File: config.mk
export PLATFORM = sky130hd
export DESIGN_NAME = pwrup_pin_seq
export DESIGN_NICKNAME = d
export VERILOG_FILES = /design/src/rtl/pwrup_pin_seq_pkg.sv /design/src/rtl/pwrup_tick_counter.sv /design/src/rtl/pwrup_phase_fsm.sv /design/src/rtl/pwrup_pad_map.sv /design/src/rtl/pwrup_pin_seq.sv
export SDC_FILE = /design/constraint.sdc
export NUM_CORES = 1
export LEC_CHECK = 0
export ABC_AREA = 1
export BUFFER_PORTS_ARGS = -buffer_cell sky130_fd_sc_hd__buf_4
export CORE_AREA = 8 8 45 47
export DETAILED_ROUTE_END_ITERATION = 8
export DIE_AREA = 0 0 53 55
export PLACE_DENSITY = 0.7
export SLEW_MARGIN = 20
export SYNTH_ARGS = -nofsm -noshare
export SYNTH_HDL_FRONTEND = slang
export SYNTH_SLANG_ARGS = --single-unit
File: constraint.sdc
create_clock -name clk -period 1.55 [get_ports clk]
set_input_delay 0.31 -clock clk [delete_from_list [all_inputs] [get_ports clk]]
set_output_delay 0.31 -clock clk [all_outputs]
set_load 0.1 [all_outputs]
File: src/rtl/pwrup_pin_seq_pkg.sv
package pwrup_pin_seq_pkg;

    typedef enum logic [1:0] {
        DRV_HIZ    = 2'b00,
        DRV_STRONG = 2'b01,
        DRV_WEAK0  = 2'b10
    } pad_drv_e;

    typedef enum logic [1:0] {
        PH_LEAD  = 2'd0,
        PH_TRAIL = 2'd1,
        PH_FREE  = 2'd2
    } seq_phase_e;

    typedef struct packed {
        pad_drv_e pad_a;
        pad_drv_e pad_b;
        logic     rel;
    } pad_bundle_t;

    function automatic int unsigned max_u(input int unsigned x, input int unsigned y);
        return (x > y) ? x : y;
    endfunction

    function automatic pad_bundle_t phase_to_pads(input seq_phase_e ph);
        pad_bundle_t b;
        unique case (ph)
            PH_LEAD:  b = '{pad_a: DRV_STRONG, pad_b: DRV_WEAK0, rel: 1'b0};
            PH_TRAIL: b = '{pad_a: DRV_WEAK0,  pad_b: DRV_WEAK0, rel: 1'b0};
            PH_FREE:  b = '{pad_a: DRV_HIZ,    pad_b: DRV_HIZ,   rel: 1'b1};
            default:  b = '{pad_a: DRV_STRONG, pad_b: DRV_WEAK0, rel: 1'b0};
        endcase
        return b;
    endfunction

endpackage

File: src/rtl/pwrup_tick_counter.sv
module pwrup_tick_counter #(
    parameter int unsigned CNT_W = 9
) (
    input  logic             clk,
    input  logic             clear_i,
    input  logic             tick_i,
    input  logic             hold_i,
    input  logic [CNT_W-1:0] limit_m1_i,
    output logic             wrap_o
);
    logic [CNT_W-1:0] cnt_q;

    assign wrap_o = tick_i && !hold_i && (cnt_q == limit_m1_i);

    always_ff @(posedge clk) begin
        if (clear_i) begin
            cnt_q <= '0;
        end else if (tick_i && !hold_i) begin
            if (cnt_q == limit_m1_i) begin
                cnt_q <= '0;
            end else begin
                cnt_q <= cnt_q + 1'b1;
            end
        end
    end


    idle_hold_chk: assert property (@(posedge clk) disable iff (clear_i)
        (!tick_i && !clear_i) |=> $stable(cnt_q));


    clear_zero_chk: assert property (@(posedge clk) disable iff (clear_i)
        $fell(clear_i) |-> (cnt_q == '0));


    cnt_in_range_chk: assert property (@(posedge clk) disable iff (clear_i)
        hold_i || (cnt_q <= limit_m1_i));

endmodule

File: src/rtl/pwrup_phase_fsm.sv
module pwrup_phase_fsm
    import pwrup_pin_seq_pkg::*;
(
    input  logic       clk,
    input  logic       por_i,
    input  logic       wrap_i,
    output seq_phase_e phase_o
);
    seq_phase_e phase_q, phase_d;

    always_comb begin
        phase_d = phase_q;
        unique case (phase_q)
            PH_LEAD:  if (wrap_i) phase_d = PH_TRAIL;
            PH_TRAIL: if (wrap_i) phase_d = PH_FREE;
            PH_FREE:  phase_d = PH_FREE;
            default:  phase_d = PH_LEAD;
        endcase
    end

    always_ff @(posedge clk) begin
        if (por_i) begin
            phase_q <= PH_LEAD;
        end else begin
            phase_q <= phase_d;
        end
    end

    assign phase_o = phase_q;


    free_sticky_chk: assert property (@(posedge clk) disable iff (por_i)
        (phase_q == PH_FREE) |=> (phase_q == PH_FREE));


    lead_hold_chk: assert property (@(posedge clk) disable iff (por_i)
        (phase_q == PH_LEAD && !wrap_i) |=> (phase_q == PH_LEAD));


    restart_lead_chk: assert property (@(posedge clk) disable iff (por_i)
        $fell(por_i) |-> (phase_q == PH_LEAD));

endmodule

File: src/rtl/pwrup_pad_map.sv
module pwrup_pad_map
    import pwrup_pin_seq_pkg::*;
(
    input  logic       clk,
    input  logic       por_i,
    input  seq_phase_e phase_i,
    output logic [1:0] pad_a_o,
    output logic [1:0] pad_b_o,
    output logic       rel_o
);
    pad_bundle_t bundle;

    always_comb begin
        bundle  = phase_to_pads(phase_i);
        pad_a_o = bundle.pad_a;
        pad_b_o = bundle.pad_b;
        rel_o   = bundle.rel;
    end


    enc_legal_chk: assert property (@(posedge clk) disable iff (por_i)
        (pad_a_o != 2'b11) && (pad_b_o != 2'b11));

endmodule

File: src/rtl/pwrup_pin_seq.sv
module pwrup_pin_seq
    import pwrup_pin_seq_pkg::*;
#(
    parameter int unsigned LEAD_TICKS  = 256,
    parameter int unsigned TRAIL_TICKS = 256
) (
    input  logic       clk,
    input  logic       por_i,
    input  logic       slow_tick_i,
    output logic [1:0] pad_a_drv_o,
    output logic [1:0] pad_b_drv_o,
    output logic       release_o
);
    localparam int unsigned MAX_TICKS = max_u(LEAD_TICKS, TRAIL_TICKS);
    localparam int unsigned CNT_W     = (MAX_TICKS > 1) ? $clog2(MAX_TICKS) : 1;
    localparam logic [CNT_W-1:0] LEAD_M1  = CNT_W'(LEAD_TICKS - 1);
    localparam logic [CNT_W-1:0] TRAIL_M1 = CNT_W'(TRAIL_TICKS - 1);

    seq_phase_e       phase;
    logic             wrap;
    logic             in_free;
    logic [CNT_W-1:0] limit_m1;

    assign in_free  = (phase == PH_FREE);
    assign limit_m1 = (phase == PH_LEAD) ? LEAD_M1 : TRAIL_M1;

    pwrup_tick_counter #(.CNT_W(CNT_W)) i_cnt (
        .clk        (clk),
        .clear_i    (por_i),
        .tick_i     (slow_tick_i),
        .hold_i     (in_free),
        .limit_m1_i (limit_m1),
        .wrap_o     (wrap)
    );

    pwrup_phase_fsm i_fsm (
        .clk     (clk),
        .por_i   (por_i),
        .wrap_i  (wrap),
        .phase_o (phase)
    );

    pwrup_pad_map i_map (
        .clk     (clk),
        .por_i   (por_i),
        .phase_i (phase),
        .pad_a_o (pad_a_drv_o),
        .pad_b_o (pad_b_drv_o),
        .rel_o   (release_o)
    );


    release_floats_chk: assert property (@(posedge clk) disable iff (por_i)
        release_o |-> (pad_a_drv_o == 2'b00 && pad_b_drv_o == 2'b00));


    release_sticky_chk: assert property (@(posedge clk) disable iff (por_i)
        release_o |=> release_o);


    por_beats_tick_chk: assert property (@(posedge clk) disable iff (por_i)
        $fell(por_i) |-> (pad_a_drv_o == 2'b01 && !release_o));

endmodule

### Word-level counts from Yosys, hierarchy flattened

Index checks and enable logic that the tools add are counted.

* add/subtract/negate cells: 1
* $mul: 0
* equal/unequal tests: 5
* multiplexer cells: 5
* $lt $le $gt $ge: 0
* shift operators: 0
* bitwise logic cells: 0
* reductions and logical operators: 5
* div/mod/pow operators: 0

Operator list (count)
* $pmux W5 S2: 1
* $add A8 B1 Y8 const B: 1
* $eq A8 B8 Y1 const B: 1
* $mux W8: 1
* $pmux W2 S3: 1
* $mux W2: 2
* $eq A2 B1 Y1 const B: 1
* $eq A2 B2 Y1 const B: 1
* $logic_and A1 B1 Y1: 2
* $logic_not A2 Y1: 1
* $ne A2 B1 Y1 const B: 1
* $ne A2 B2 Y1 const B: 1
* $reduce_and A2 Y1: 1
* $logic_not A1 Y1: 1

* latch bits: 0
* ROM bits: 0
* output and inout bits: 5
* word-level logic and storage cells: 18
* bits in registers: 10
* bits in writable memories: 0
* memories: 0
* input bits: 3

### Longest topological paths before layout

Gate-level depths: netlist of the first run.

* depth in word-level cells: 6
* depth in mapped cells: 9
* depth with buffers taken out: 9

### Hierarchy

From an unflattened synthesis of the first run, not the netlist that was laid out.

* cells, all modules: 113
* area total of the unflattened synthesis: 729.4 um2

By module, submodules not included
* pwrup_tick_counter: times used 1, area an instance 519.2 um2, cells an instance 82, seq. area each 160.2 um2
* pwrup_phase_fsm: times used 1, area an instance 136.4 um2, cells an instance 20, seq. area each 40.0 um2
* pwrup_pad_map: times used 1, area an instance 60.1 um2, cells an instance 8, seq. area each 0.0 um2
* pwrup_pin_seq: times used 1, area an instance 13.8 um2, cells an instance 3, seq. area each 0.0 um2

### Worst setup path after synthesis of the first run

OpenSTA, ideal clock, no wires.

* path kind: register to register
* from: reg i_fsm.phase_q[0] (netlist: i_fsm.phase_o[0])
* to: reg i_fsm.phase_q[0] (netlist: i_fsm.phase_o[0])
* arrival: 1.858 ns
* library setup time: 0.115 ns
* clock period less this slack: 1.973 ns
* required time: 1.435 ns
* buffers on the path: 0
* stages on the path, launching flop included: 10
* setup slack: -0.423 ns
* path through: dfxtp_1 > inv_1 > ha_1 > inv_1 > nand2_4 > nor2_4 > nand2_2 > nand3_1 > nand2_1 > nor2_1

* cells in the longest elaborated chain, start to end: 6
* elaborated cells between the ends (all ways): 10
* classes of those cells: 4 x eq/ne; 1 x mux; 5 x reduce/logical

Ends and longest elaborated chain
* start, declared: line pwrup_phase_fsm.sv:9 `seq_phase_e phase_q, phase_d;`
* start signal, assigned: line pwrup_phase_fsm.sv:25 `phase_q <= phase_d;`
* $eq A2 B2 Y1: line pwrup_phase_fsm.sv:13, pwrup_pin_seq.sv:24
* $logic_not A1 Y1: line pwrup_tick_counter.sv:13 `assign wrap_o = tick_i && !hold_i && (cnt_q == limit_m1_i);`
* $logic_and A1 B1 Y1 (2 in a row): line pwrup_tick_counter.sv:13
* $ne A2 B2 Y1 (no line) or $ne A2 B1 Y1 (tied branches)
* $reduce_and A2 Y1 (no line)

Parallel ways exist; a longest one is shown, timed or not.
A chain may end at the register's enable or synchronous reset.

### Worst setup path in the final report of the first run

* from: reg i_fsm.phase_q[1] (netlist: i_fsm.phase_o[1])
* to: out pad_a_drv_o[0]

* cells in the longest elaborated chain, start to end: 2
* elaborated cells between the ends (all ways): 3
* classes of those cells: 2 x eq/ne; 1 x mux

Ends and longest elaborated chain
* $eq A2 B2 Y1 or $eq A2 B1 Y1 (tied branches): line pwrup_pin_seq_pkg.sv:27 `unique case (ph)`
* $pmux W5 S2 *: line pwrup_pin_seq_pkg.sv:27
* end, declared: line pwrup_pin_seq.sv:10 `output logic [1:0] pad_a_drv_o,`

Mark *: on every way between the ends. The rest lies on a longest branch, timed or not.

==> metrics.yaml, run 1 <==
status: "complete, no violations"
synth_area_um2: 593
instances_no_fill: 104
fp.dieArea_mm2: 0.00292
placedInstanceArea_um2: 659
grt_pass1_wl_um: 1750
max_freq_mhz: 661
wl_per_cell_um: 10.0
cp-start-kind: "flop"
io_pins: 8
maxCapViolations: 0
crit_fanout: 4
placed_cells: 99
yosysUniqueCellTypes: 20
synth_top_cell_area_share_pct: 33.8
hold-worst-slack_ns: 0.213
die_h_um: 55
final_common_cell: "nand2_1"
slew_viol_final: 0
regToRegSetupSlack_ns: 0.21
start_util_pct: 42.9
cts_tree: "built"
syn_nets: 87
fin_crit_ns: 1.51
yosysSeqAreaShare_pct: 33.8
rsz0062_at_grt: "true"
yosysWarnings: 0
cts_hold_buf: 0
grt_overflow: 0
synth_area_leaders: "dfxtp_1 34%, ha_1 13%, inv_1 8.2%, nand2_1 7.6%, nor2_1 6.3%"
vdd_drop_max_v: 0.000436
vias: 484
fin_area_um2: 738
synth.avg_cell_area_um2: 7.60
synth_top_area_cell: "dfxtp_1"
drive_above_1_share_pct: 30.7
drtIter0Drc: 4
critPathKind: "flop to output port"
core-area_mm2: 0.00138
clock_skew_ns: 0.00611
syn_inst: 78
detail_route.first_pass.iterations: 4
grt_pass1_vias: 435
n_antenna_cell: 0
clkSinkCount: 10
antenna_left: 0
fin_crit_sh_pct: 97.6
hold_path_class: "input port to flop"
setup_ws_ns: 0.0378
power_density_mw_per_mm2: 743
layout.nets: 98
gr-usage-all-layers_pct: 8.75
cts_max_level: 1
post-route-drc-count: 0
clk_latency_ns: 0.28
antenna_found_initial: 0
globalplace.congestion: 0.717
hold_viol: 0
fp.dieW_um: 53
hpwl_um: 756
leakage_nw: 0.320
pre_cts_slack_ns: 0.122
syn_to_final_growth_pct: 24.5
clkSlewWorstSetupHoldPaths_ns: 0.07
crit_required_ns: 1.24
clockBufferDepth: 2
worstPathArrival_ns: 1.20
io_buffer_count: 6
cts_root_buffer: "clkbuf_4"
setup_violations: 0
critPathCaptureType: "output port"
cts-buffers-inserted: 3
fin_tns_setup_ns: 0
grt_start_max_net_pins: 7
rows: 14
layout_common_cells: "12 x nand2_1, 10 x inv_1, 10 x nor2_1, 8 x dfxtp_1"
viasPerCell: 4.65
ys_ff_latch: 10
wl_um: 1050
-- synthesized netlist by cell type, drive strengths merged --
library cell,n
nand2,14
inv,13
nor2,13
dfxtp,10
nand3,8
ha,6
a21oi,4
xor2,3
buf,1
conb,1
nand3b,1
nand4,1
o21a,1
o21ai,1
or2,1
-- repair_timing --
item,4_1_cts,5_1_grt
resized for setup,8,3
hold endpoints to repair,0,0
buffers inserted,0,1
pin swaps,0,1
endpoints found under the setup margin,2,2
-- worst max-delay path, cell delays in order, from the launching register on --
cell and delay, ns:
dfxtp_4 0.37, inv_4 0.05, ha_4 0.27, clkinvlp_4 0.08
buf_12 0.17
-- report_power, final --
part           leakage [nW]  switching (mW)  internal, mW
logic                 0.217          0.0260        0.0122
registers            0.0824         0.00487         0.261
clock network        0.0210           0.101         0.143
total                 0.320           0.132         0.416
-- kinds of logic (layout without fill, tap and decap cells) --
kind of cell / after synthesis / in the layout / share of synthesized area, %
AOI/OAI and AO/OA: 6 / 6 / 5.49
xor gates and xnor gates: 3 / 3 / 4.43
adders and majority gates: 6 / 6 / 12.7
buffers and inverters: 14 / 24 / 9.49
DFF: 10 / 10 / 33.8
other: 1 / 1 / 0.632
and+or+nand+nor: 38 / 38 / 33.5
-- metal layers --
metal	part of all wire, %	GRT usage [%]	vias up
li1	-	-	259
met1	43	7.31	211
met2	46	14.1	8
met3	6.8	5.08	6
met4	3.5	9.05	0
met5	0	0	-
-- worst paths after layout --
check,cells past startpoint,to,from
worst max register to register,8,i_fsm.phase_o[0],i_fsm.phase_o[0]
worst min register to register,2,i_cnt.cnt_q[1],i_cnt.cnt_q[1]
worst min-delay path,2,i_cnt.cnt_q[2],por_i
worst max-delay path,4,pad_a_drv_o[0],i_fsm.phase_o[1]
-- per-stage QoR --
stage               utilization (%)  power (mW)
finish                         53.3       0.548
global route                   53.3       0.574
CTS                            52.3       0.557
detailed placement             47.6       0.312
global placement               47.6       0.312
floorplan                         -       0.304
-- sequential cells by signal, indices dropped and copies added, names as in the netlist --
register,cells
i_cnt.cnt_q,8
i_fsm.phase_o,2
-- cell type report --
cell class,count,area [µm²]
sequential,10,205
inverter,13,57.6
fill,137,646
multi-input combinational,54,354
clock buffer,4,36.3
tap,16,20.0
timing repair buffer,7,65.1
Power figures use the tool's default switching activity.
==> run 2, diff against run 1 <==
--- a/config.mk
+++ b/config.mk
@@ -7,9 +7,9 @@
 export LEC_CHECK = 0
 export ABC_AREA = 1
 export BUFFER_PORTS_ARGS = -buffer_cell sky130_fd_sc_hd__buf_4
-export CORE_AREA = 8 8 45 47
+export CORE_AREA = 5 5 42 44
 export DETAILED_ROUTE_END_ITERATION = 8
-export DIE_AREA = 0 0 53 55
+export DIE_AREA = 0 0 47 49
 export PLACE_DENSITY = 0.7
 export SLEW_MARGIN = 20
 export SYNTH_ARGS = -nofsm -noshare
==> metrics.yaml, run 2 (synthesis results as in run 1) <==
clock_skew_ns: 0.00240  # -0.00372 ns
final_common_cell: "nand2_1"
crit_fanout: 5  # +1
power_mw: 0.542  # -1.1%
layout.nets: 98  # unchanged
start_util_pct: 42.3  # -0.54 points
grt_start_max_net_pins: 7  # unchanged
rows: 14  # unchanged
grt_pass1_vias: 458  # +5.3%
clkSinkCount: 10  # unchanged
critPathKind: "flop to output port"
cp-start-kind: "flop"
io_buffer_count: 6  # unchanged
multi_input_area_um2: 354  # unchanged
cts-buffers-inserted: 3  # unchanged
vdd_drop_max_v: 0.000381  # -13%
setup_violations: 0  # unchanged
top_register: "i_cnt.cnt_q"
die_h_um: 49  # -11%
largest_reg_flops: 8  # unchanged
clk_latency_ns: 0.27  # about the same
fillerInstances: 142  # +3.6%
leakage_nw: 0.322  # +0.56%
fin_tns_setup_ns: 0  # unchanged
wl_per_cell_um: 10.1  # +0.57%
regToRegSetupSlack_ns: 0.19  # -0.02 ns
syn_to_final_growth_pct: 25.1
core-area_mm2: 0.00140  # +1.3%
gr-usage-all-layers_pct: 11.1  # +2.4 points
cts_tree: "built"
n_antenna_cell: 0  # unchanged
worstPathArrival_ns: 1.22  # +0.02 ns
fp.dieW_um: 47  # -11%
power_density_mw_per_mm2: 731  # -1.6%
detail_route.first_pass.iterations: 4  # unchanged
grt_pass1_wl_um: 1860  # +5.9%
hpwl_um: 765  # +1.3%
fin_area_um2: 742  # +0.51%
hold_path_class: "input port to flop"
setup_ws_ns: 0.0248  # -0.0131 ns
clkSlewWorstSetupHoldPaths_ns: 0.07  # about the same
grt_overflow: 0  # unchanged
fp.dieArea_mm2: 0.00230  # -21%
status: "complete, no violations"
hold_viol: 0  # unchanged
post-route-drc-count: 0  # unchanged
fin_crit_ns: 1.53  # +0.0131 ns
layout_common_cells: "12 x nand2_1, 10 x inv_1, 10 x nor2_1, 8 x dfxtp_1, 6 x nand3_1"
fin_util_pct: 52.9  # -0.40 points
max_freq_mhz: 656  # -0.86%
antenna_found_initial: 0  # unchanged
crit_required_ns: 1.24  # about the same
clockBufferDepth: 2  # unchanged
rsz0062_at_grt: "true"
fin_crit_sh_pct: 98.4  # +0.84 points
cts_root_buffer: "clkbuf_4"
slew_viol_final: 0  # unchanged
cts_hold_buf: 0  # unchanged
viasPerCell: 4.74  # +1.9%
antenna_left: 0  # unchanged
regArea_um2: 205  # unchanged
drive_above_1_share_pct: 30.7  # unchanged
placed_cells: 99  # unchanged
vias: 493  # +1.9%
pre_cts_slack_ns: 0.119  # -0.00265 ns
hold-worst-slack_ns: 0.219  # +0.00629 ns
critPathCaptureType: "output port"
drtIter0Drc: 13  # +9
placedInstanceArea_um2: 659  # unchanged
io_pins: 8  # unchanged
globalplace.congestion: 0.694  # -3.2%
cts_max_level: 1  # unchanged
instances_no_fill: 104  # unchanged
wl_um: 1050  # +0.57%
maxCapViolations: 0  # unchanged
run 2: worst paths after layout:
path / from / endpoint / cells after the start
worst max-delay path: i_fsm.phase_o[0] / pad_a_drv_o[0] / 4
worst min-delay path: por_i / i_cnt.cnt_q[6] / 2
worst max register to register: i_fsm.phase_o[0] / i_fsm.phase_o[1] / 8
worst min register to register: i_cnt.cnt_q[1] / i_cnt.cnt_q[1] / 2
run 2: worst max-delay path: stages, from the launching register on:
cell        delay, ns
dfxtp_2          0.36
inv_4            0.06
ha_4             0.28
clkinvlp_4       0.09
buf_12           0.17
run 2: cell type report:
| class | instances | share of cell area, % |
|---|---|---|
| clock buffer | 4 | 4.89 |
| inverter | 13 | 7.76 |
| tap | 16 | 2.70 |
| multi-input combinational | 54 | 47.7 |
| timing repair buffer | 7 | 9.27 |
| sequential | 10 | 27.7 |
run 2: layer usage:
layer | track usage, % | wire length [µm] | vias to the layer above
met5 | 0 | 0 | -
met4 | 5.53 | 12 | 0
met3 | 3.32 | 67 | 2
met2 | 17.2 | 541 | 14
met1 | 13.4 | 429 | 219
li1 | - | - | 258
run 2: report_power, final:
group	switching, mW	leakage [nW]	internal (mW)
sequential	0.00505	0.0824	0.261
clock	0.0959	0.0210	0.143
combinational	0.0258	0.218	0.0121
run 2: what timing repair did:
action                     4_1_cts  5_1_grt
resized for setup                7        5
setup endpoints to repair        2        3
pin swaps                        0        1
buffers inserted                 0        1
==> run 3, diff against run 2 <==
--- a/config.mk
+++ b/config.mk
@@ -5,12 +5,11 @@
 export SDC_FILE = /design/constraint.sdc
 export NUM_CORES = 1
 export LEC_CHECK = 0
-export ABC_AREA = 1
 export BUFFER_PORTS_ARGS = -buffer_cell sky130_fd_sc_hd__buf_4
 export CORE_AREA = 5 5 42 44
 export DETAILED_ROUTE_END_ITERATION = 8
 export DIE_AREA = 0 0 47 49
-export PLACE_DENSITY = 0.7
+export PLACE_DENSITY = 0.74
 export SLEW_MARGIN = 20
 export SYNTH_ARGS = -nofsm -noshare
 export SYNTH_HDL_FRONTEND = slang
==> metrics.yaml, run 3 <==
n_antenna_cell: 0  # unchanged
syn_inst: 75  # -3.8%
fillerInstances: 124  # -13%
drtIter0Drc: 14  # +1
cts_root_buffer: "clkbuf_4"
power_density_mw_per_mm2: 624  # -15%
leakage_nw: 0.344  # +6.9%
instances_no_fill: 107  # +2.9%
globalplace.congestion: 0.864  # +24%
setup_ws_ns: 0.00331  # -0.0215 ns
start_util_pct: 45.9  # +3.6 points
yosysMostFrequentCell: "dfxtp_1"
yosysSeqAreaShare_pct: 31.1  # -2.6 points
antenna_found_initial: 0  # unchanged
slew_viol_final: 0  # unchanged
regArea_um2: 205  # unchanged
clock_skew_ns: 0.00169  # -0.000706 ns
grt_pass1_wl_um: 2230  # +20%
hold-worst-slack_ns: 0.306  # +0.0874 ns
detail_route.first_pass.iterations: 4  # unchanged
async_flop_share_pct: 0  # unchanged
hold_path_class: "input port to flop"
post-route-drc-count: 0  # unchanged
clkSinkCount: 10  # unchanged
worstPathArrival_ns: 1.24  # +0.02 ns
maxCapViolations: 0  # unchanged
fin_crit_sh_pct: 99.8  # +1.4 points
fin_area_um2: 875  # +18%
synthFlopType: "dfxtp_1"
critPathCaptureType: "output port"
io_buffer_count: 6  # unchanged
clkSlewWorstSetupHoldPaths_ns: 0.07  # about the same
synth.avg_cell_area_um2: 8.57  # +13%
ys_ff_latch: 10  # unchanged
critPathKind: "flop to output port"
grt_pass1_vias: 522  # +14%
synth_area_leaders: "dfxtp_1 31%, ha_1 12%, inv_1 4.7%, nand4b_4 3.7%, o31ai_1 3.5%"
placedInstanceArea_um2: 772  # +17%
hpwl_um: 993  # +30%
cp-start-kind: "flop"
grt_start_max_net_pins: 14  # +7
clockBufferDepth: 2  # unchanged
cts_tree: "built"
syn_nets: 84  # -3.4%
synth_top_area_cell: "dfxtp_1"
grt_overflow: 0  # unchanged
final_common_cell: "buf_4"
rsz0062_at_grt: "true"
yosysWarnings: 0  # unchanged
top_register: "i_cnt.cnt_q"
gr-usage-all-layers_pct: 12.7  # +1.6 points
die_h_um: 49  # unchanged
fp.dieW_um: 47  # unchanged
synth_top_cell_area_share_pct: 31.1  # -2.6 points
multi_input_area_um2: 442  # +25%
drive_above_1_share_pct: 31.9  # +1.2 points
yosysUniqueCellTypes: 28  # +40%
synth_area_um2: 643  # +8.4%
antenna_left: 0  # unchanged
fp.dieArea_mm2: 0.00230  # unchanged
cts-buffers-inserted: 3  # unchanged
netlist_top_cells_count: "10 x dfxtp_1, 8 x inv_1, 6 x ha_1, 5 x nor2_1, 4 x a21oi_1"
status: "complete, no violations"
crit_fanout: 4  # -1
wl_um: 1370  # +30%
core-area_mm2: 0.00140  # unchanged
crit_required_ns: 1.24  # about the same
placed_cells: 101  # +2.0%
vdd_drop_max_v: 0.000459  # +21%
io_pins: 8  # unchanged
fin_crit_ns: 1.55  # +0.0215 ns
wl_per_cell_um: 12.8  # +26%
setup_violations: 0  # unchanged
vias: 586  # +19%
clk_latency_ns: 0.26  # about the same
rows: 14  # unchanged
viasPerCell: 5.48  # +16%
synth_edf_count: 0  # unchanged
max_freq_mhz: 647  # -1.4%
hold_viol: 0  # unchanged
layout.nets: 101  # +3.1%
cts_hold_buf: 0  # unchanged
pre_cts_slack_ns: -0.0480  # -0.167 ns
layout_common_cells: "9 x buf_4, 8 x dfxtp_1, 5 x inv_1, 5 x nor2_1"
syn_to_final_growth_pct: 36.0
cts_max_level: 1  # unchanged
largest_reg_flops: 8  # unchanged
==> run 3: changes by cell type after synthesis, moves of 3 or more <==
cell,before,now
nand3_1,6,2
o31ai_1,0,3
or3_1,0,3
nand2_1,12,3
nand2b_1,0,3
xor2_1,3,0
nor2_1,10,5
or4_1,0,3
inv_1,13,8
nor2b_1,0,3
==> run 3: layer usage <==
layer / vias to the layer above / track usage (%) / wire (µm)
met4: 0 / 5.53 / 16
li1: 295 / - / -
met2: 10 / 19.2 / 657
met1: 279 / 16.8 / 659
met5: - / 0 / 0
met3: 2 / 2.58 / 32
==> run 3: cell families (layout without fill, tap and decap cells) <==
logic type / Yosys count / count (layout) / share of synthesized area, %
xor gates and xnor gates: 2 / 2 / 2.72
muxes: 1 / 1 / 1.56
AOI/OAI and AO/OA: 15 / 15 / 14.8
and+or+nand+nor: 30 / 30 / 31.1
other: 1 / 1 / 0.583
DFF: 10 / 10 / 31.1
buffers and inverters: 10 / 26 / 6.42
adders and majority gates: 6 / 6 / 11.7
==> run 3: where the power goes <==
part | switching, mW | internal, mW | total, mW
sequential | 0.00538 | 0.261 | 0.266
combinational | 0.0274 | 0.0172 | 0.0446
clock | 0.0931 | 0.142 | 0.236
total | 0.126 | 0.420 | 0.546
==> run 3: path summary, 6_finish.rpt <==
| path | slack [ns] | cells past startpoint | from | end |
|---|---|---|---|---|
| setup / recovery | 0.003 | 4 | i_fsm.phase_o[1] | pad_a_drv_o[0] |
| hold / removal | 0.31 | 2 | por_i | i_cnt.cnt_q[6] |
| setup reg to reg | 0.04 | 5 | i_fsm.phase_o[0] | i_fsm.phase_o[0] |
| hold reg to reg | 0.52 | 2 | i_cnt.cnt_q[3] | i_cnt.cnt_q[3] |
==> run 3: critical path: stages, from the launching register on <==
cell	delay, ns
dfxtp_4	0.39
inv_4	0.05
ha_4	0.28
clkinvlp_4	0.09
buf_12	0.17
==> run 3: layout make-up <==
class | count | area share, %
timing repair buffer | 14 | 15.2
tap | 16 | 2.29
sequential | 10 | 23.5
clock buffer | 4 | 4.15
multi-input combinational | 55 | 50.5
inverter | 8 | 4.43
==> run 3: per-stage QoR <==
stage,setup TNS (ns),utilization [%],total power [mW]
6_report,0,62.4,0.546
5_1_grt,-0.0779,62.4,0.577
4_1_cts,-0.0182,59.6,0.554
3_5_place_dp,-0.0480,55.1,0.318
3_3_place_gp,0,55.1,0.316
2_1_floorplan,-0.0606,-,0.306
==> run 3: what timing repair did <==
action,CTS,global route
pin swaps,0,2
setup endpoints to repair,5,7
buffers inserted,0,2
gates resized for setup,6,8
